**config.mk**
```make
export PLATFORM = sky130hd
export DESIGN_NAME = dma_xfer_counter
export DESIGN_NICKNAME = d
export VERILOG_FILES = /design/src/rtl/dma_xfer_counter.sv
export SDC_FILE = /design/constraint.sdc
export NUM_CORES = 1
export LEC_CHECK = 0
export BUFFER_PORTS_ARGS = -buffer_cell sky130_fd_sc_hd__buf_2
export CELL_PAD_IN_SITES_DETAIL_PLACEMENT = 0
export CELL_PAD_IN_SITES_GLOBAL_PLACEMENT = 1
export CORE_MARGIN = 5
export CORE_UTILIZATION = 47
export CTS_BUF_LIST = sky130_fd_sc_hd__clkbuf_4 sky130_fd_sc_hd__clkbuf_8 sky130_fd_sc_hd__clkbuf_16
export CTS_CLUSTER_SIZE = 12
export DETAILED_ROUTE_END_ITERATION = 6
export PLACE_DENSITY = 0.82
export SLEW_MARGIN = 0
export SYNTH_ARGS = -nofsm -noshare
export SYNTH_HDL_FRONTEND = slang
export SYNTH_SLANG_ARGS = --single-unit
```
**constraint.sdc**
```tcl
create_clock -name clk -period 3 [get_ports clk]
set_clock_uncertainty 0.2 [all_clocks]
set_input_delay 0.6 -clock clk [delete_from_list [all_inputs] [get_ports clk]]
set_output_delay 0.6 -clock clk [all_outputs]
set_load 0.02 [all_outputs]
```
**src/rtl/dma_xfer_counter.sv**
```systemverilog
module dma_xfer_counter #(
  parameter int NCH     = 4,
  parameter int AW      = 16,
  parameter int CW      = 14,
  parameter int MARK_W  = 7,
  parameter int RLD_DST = 2,
  parameter int RLD_SRC = 3,
  localparam int CHW    = $clog2(NCH),
  localparam int RW     = CW + 2
) (
  input  logic           clk,
  input  logic           rst_n,
  input  logic [NCH-1:0] chan_en,
  input  logic           stop_on_tc,
  input  logic           autoload,
  input  logic           cyc_done,
  input  logic [CHW-1:0] cyc_ch,
  input  logic           ld_en,
  input  logic [CHW-1:0] ld_ch,
  input  logic           ld_cnt,
  input  logic [AW-1:0]  ld_data,
  output logic [AW-1:0]  cur_addr,
  output logic [RW-1:0]  cur_cnt,
  output logic           last_cyc,
  output logic           mark,
  output logic [NCH-1:0] tc_evt,
  output logic [NCH-1:0] dis_req,
  output logic           upd_flag
);

  logic [NCH-1:0][AW-1:0] addr_q;
  logic [NCH-1:0][RW-1:0] cnt_q;
  logic [NCH-1:0]         adv;
  logic [NCH-1:0]         zero;
  logic [NCH-1:0]         hit_ld;
  logic                   rld_now;

  for (genvar c = 0; c < NCH; c++) begin : g_ch
    assign hit_ld[c]  = ld_en && (ld_ch == CHW'(c));
    assign adv[c]     = cyc_done && (cyc_ch == CHW'(c)) && chan_en[c] && !hit_ld[c];
    assign zero[c]    = (cnt_q[c][CW-1:0] == '0);
    assign tc_evt[c]  = adv[c] && zero[c];
    assign dis_req[c] = tc_evt[c] && stop_on_tc;

    AST_ADDR_STEP: assert property (@(posedge clk) disable iff (!rst_n)
      (adv[c] && !(c == RLD_DST && rld_now)) |=> addr_q[c] == $past(addr_q[c]) + AW'(1));
    AST_TYPE_KEEP: assert property (@(posedge clk) disable iff (!rst_n)
      (adv[c] && !(c == RLD_DST && rld_now)) |=> cnt_q[c][RW-1:CW] == $past(cnt_q[c][RW-1:CW]));
    AST_HOLD_DISABLED: assert property (@(posedge clk) disable iff (!rst_n)
      (cyc_done && cyc_ch == CHW'(c) && !chan_en[c] && !hit_ld[c]) |=> $stable(addr_q[c]) && $stable(cnt_q[c]));
  end

  assign rld_now = autoload && adv[RLD_DST] && zero[RLD_DST];

  always_ff @(posedge clk or negedge rst_n) begin
    if (!rst_n) begin
      addr_q <= '0;
      cnt_q  <= '0;
    end else begin
      for (int c = 0; c < NCH; c++) begin
        if (hit_ld[c]) begin
          if (ld_cnt) cnt_q[c] <= ld_data[RW-1:0];
          else        addr_q[c] <= ld_data;
        end else if (c == RLD_DST && rld_now) begin
          addr_q[c] <= addr_q[RLD_SRC];
          cnt_q[c]  <= cnt_q[RLD_SRC];
        end else if (adv[c]) begin
          addr_q[c] <= addr_q[c] + AW'(1);
          cnt_q[c]  <= {cnt_q[c][RW-1:CW], cnt_q[c][CW-1:0] - CW'(1)};
        end
      end
    end
  end

  always_ff @(posedge clk or negedge rst_n) begin
    if (!rst_n)             upd_flag <= 1'b0;
    else if (!autoload)     upd_flag <= 1'b0;
    else if (rld_now)       upd_flag <= 1'b1;
    else if (adv[RLD_DST])  upd_flag <= 1'b0;
  end

  assign cur_addr = addr_q[cyc_ch];
  assign cur_cnt  = cnt_q[cyc_ch];
  assign last_cyc = (cnt_q[cyc_ch][CW-1:0] == '0);
  assign mark     = (cnt_q[cyc_ch][MARK_W-1:0] == '0);

  AST_RELOAD_FLAG: assert property (@(posedge clk) disable iff (!rst_n)
    rld_now |=> upd_flag);
  AST_FLAG_CLR: assert property (@(posedge clk) disable iff (!rst_n)
    !autoload |=> !upd_flag);
  AST_TC_ONEHOT: assert property (@(posedge clk) disable iff (!rst_n)
    $onehot0(tc_evt));
  AST_DIS_WITH_TC: assert property (@(posedge clk) disable iff (!rst_n)
    (dis_req & ~tc_evt) == '0);

endmodule

```
==> summary.md <==
| Metric | Value |
|---|---|
| Outcome | `finished with violations` |
| Failing checks | `setup timing` |
| Die Y | `147 um` |
| Hpwl dp | `23,400 um` |
| Area growth, synth to finish | `22.8%` |
| Fmax | `304 MHz` |
| Post-Synthesis Mean Instance Area | `8.96 um^2` |
| Distinct cells, synth | `79` |
| Core Box Area | `0.0185 mm^2` |
| #FFs+latches synth | `129` |
| Pleak | `4.39 nW` |
| Reg clk slew, reported paths | `0.06 ns` |
| HP Class | `input port to register` |
| Worst-margin pin slew | `1.10 ns` |
| Logic pwr share | `0.339` |
| Total gr overflow | `0` |
| Synth Flop Type | `dfrtp_1` |
| Leading area contributor after synthesis | `dfrtp_1` |
| Total vias in the final route | `8,994` |
| Initial antenna violation count | `1` |
| Total Power | `8.37 mW` |
| Clk pwr share | `0.274` |
| Top cells by area, synth | `dfrtp_1 37%, mux4_2 8.2%, a21oi_1 4.6%` |
| Period Utilization, post-route | `1.09` |
| DRT iter0 DRCs | `1,057` |
| CTS Root Cell | `clkbuf_16` |
| Htree depth | `4` |
| Pwr Density | `777 mW/mm^2` |
| Synth warn | `0` |
| Global placer's final weighted congestion | `0.963` |
| Routed WL | `33,100 um` |
| Die footprint | `0.0215 mm^2` |
| Mapped cell area | `0.00876 mm^2` |
| Sw Pwr | `3.29 mW` |
| Final net count | `1,145` |
| Sequential fraction of the synthesis area | `0.368` |
| Total GRT Usage | `0.304` |
| IO buf count | `73` |
| First-pass GRT wire length | `50,100 um` |
| Setup crit start kind | `register` |
| Row Count | `50` |
| Number of global-route vias before repair | `8,242` |
| Vias per cell | `6.65` |
| Skew-Pair Late Insertion Delay | `0.43 ns` |
| Clock Sinks | `129` |
| Crit path capture type | `primary output` |
| CP Class | `register to primary output` |
| Sequential Power Share | `0.387` |
| Initial Util | `0.473` |
| Avg WL per Cell | `24.5 um` |
| Ratio of cells with drive above 1 in the final layout | `0.251` |
| Relative slew slack | `0.262` |
| Post-synthesis net count | `1,018` |
| Switching share of power | `0.393` |
| Final setup vio count | `5` |
| Slew Limit Fails | `0` |
| Worst vdd ir | `0.404 mV` |
| Gate Count Post-Synth | `978` |
| Post-synth EDFFs | `0` |
| ANT cells | `0` |
| TritonCTS clock tree | `done` |
| CTS Buf Count | `17` |
| Dpl ws | `-0.287 ns` |
| Final Hold Vio Count | `0` |
| Chip width | `147 um` |
| Count leader, synth | `dfrtp_1` |
| Pint | `5.07 mW` |
| Final WS setup | `-0.284 ns` |
| Largest net degree at the start of global routing | `57` |
| Crit-path max FO | `2` |
| Required time worst endpoint | `2.20 ns` |
| Post-synth ARST share | `1.00` |
| Commonest cells post-synth | `129 x dfrtp_1, 94 x nor2_1, 83 x nand2_1, 80 x a21oi_1, 61 x o21ai_0` |
| Fillcell total | `1,622` |
| Max Cap Viol | `0` |
| R2r setup slk | `0.16 ns` |
| Worst Hold Slack | `0.228 ns` |
| Post-DRT Antenna Nets | `0` |
| Clock Path Buffers | `2` |
| Io pins | `74` |
| Yosys top cell area share | `0.368` |
| DRC | `0` |
| Initial DRT Pass Iterations | `5` |
| Setup TNS | `-0.900 ns` |
| Arrival @ worst endpoint | `2.48 ns` |
| Tmin final | `3.28 ns` |
| Unrepaired setup endpoints after global routing | `yes` |
## per-layer routing
metal / wire length, um / GRT usage / vias to the layer above
li1: - / - / 4024
met1: 14300 / 0.442 / 4426
met2: 14300 / 0.436 / 475
met3: 3270 / 0.0804 / 67
met4: 1230 / 0.112 / 2
met5: 20 / 0 / -
## path summary, 6_finish.rpt
check,start,to,cells after the start
worst max-delay path,cnt_q[2],last_cyc,5
min in group asynchronous,rst_n,cnt_q[25],2
worst min-delay path,autoload,upd_flag,2
max in group asynchronous,rst_n,cnt_q[2],3
worst max register to register,cnt_q[48],cnt_q[32],18
worst min register to register,cnt_q[46],cnt_q[46],1
## critical path: stages, from the launching register on
cell	delay [ns]
dfrtp_2	0.43
mux4_2	0.48
or4_4	0.56
nor4_4	0.22
and3_4	0.24
buf_6	0.11
## through the flow
| stage | util | instance area [um^2] | instances |
|---|---|---|---|
| 5_1_grt | 0.581 | 10800 | 1352 |
| 4_1_cts | 0.576 | 10700 | 1352 |
| 6_report | 0.581 | 10800 | 1352 |
| 2_1_floorplan | - | 8790 | 978 |
| 3_3_place_gp | 0.526 | 9740 | 1295 |
| 3_5_place_dp | 0.526 | 9740 | 1295 |
## cell type report
cell class,instances,area (um^2),share of cell area
clock buffer,20,460,0.0428
clock inverter,12,181,0.0169
sequential,129,3230,0.300
timing repair buffer,169,1160,0.108
tap,234,293,0.0272
inverter,16,60.1,0.00558
multi-input combinational,772,5380,0.500
## power by group through the flow
stage	clock network (mW)	registers, mW	logic (mW)
final	2.29	3.24	2.83
after global routing	2.38	3.30	3.08
after floorplan	0	2.84	1.81
after detailed placement	0	3.18	2.58
after CTS	2.29	3.17	2.75
after global placement	0	3.18	2.54
## flip-flops by register name, summed over array words and instances, names as in the netlist
name / cells
addr_q: 64
cnt_q: 64
upd_flag: 1
## kinds of logic after synthesis
logic type                 count (synthesis)  share of synthesized area
AOI/OAI and AO/OA                        319                      0.235
buffers and inverters                     77                     0.0374
and+or+nand+nor                          373                      0.223
adders and majority gates                  9                     0.0129
muxes                                     46                     0.0990
DFF                                      129                      0.368
xor gates and xnor gates                  25                     0.0250
## layout by cell type, fill, tap and decap left out, types with 7 or more instances in the layout
| cell type | synthesis | final |
|---|---|---|
| buf_4 | 2 | 94 |
| nand4_1 | 15 | 15 |
| mux2i_1 | 9 | 9 |
| nor4_4 | 3 | 8 |
| o21ai_0 | 61 | 61 |
| o22ai_1 | 32 | 32 |
| xnor2_1 | 16 | 16 |
| and2_1 | 8 | 8 |
| a221o_1 | 10 | 10 |
| buf_2 | 11 | 66 |
| o211ai_1 | 9 | 9 |
| mux4_2 | 32 | 32 |
| a211oi_1 | 16 | 16 |
| and3_1 | 22 | 21 |
| a31oi_1 | 9 | 9 |
| nand3_1 | 39 | 38 |
| ha_1 | 9 | 7 |
| o21ai_1 | 16 | 16 |
| xor2_1 | 9 | 9 |
| o22a_1 | 11 | 11 |
| nand2_1 | 83 | 82 |
| a21oi_1 | 80 | 80 |
| nor4_1 | 12 | 9 |
| a22oi_1 | 16 | 16 |
| clkbuf_16 | 0 | 17 |
| a2bb2oi_1 | 8 | 8 |
| nor3_1 | 41 | 41 |
| nor2_1 | 94 | 94 |
| inv_1 | 15 | 13 |
| dfrtp_1 | 129 | 126 |
## timing repair
action / CTS / global route
cloned: 0 / 0
hold buffers: 1 / 0
setup endpoints to repair: 10 / 11
endpoints found under the hold margin: 50 / 0
gates resized for setup: 23 / 19
pin swaps: 5 / 6
buffers inserted: 24 / 4
Note: power is estimated with default switching activity, not from simulation.
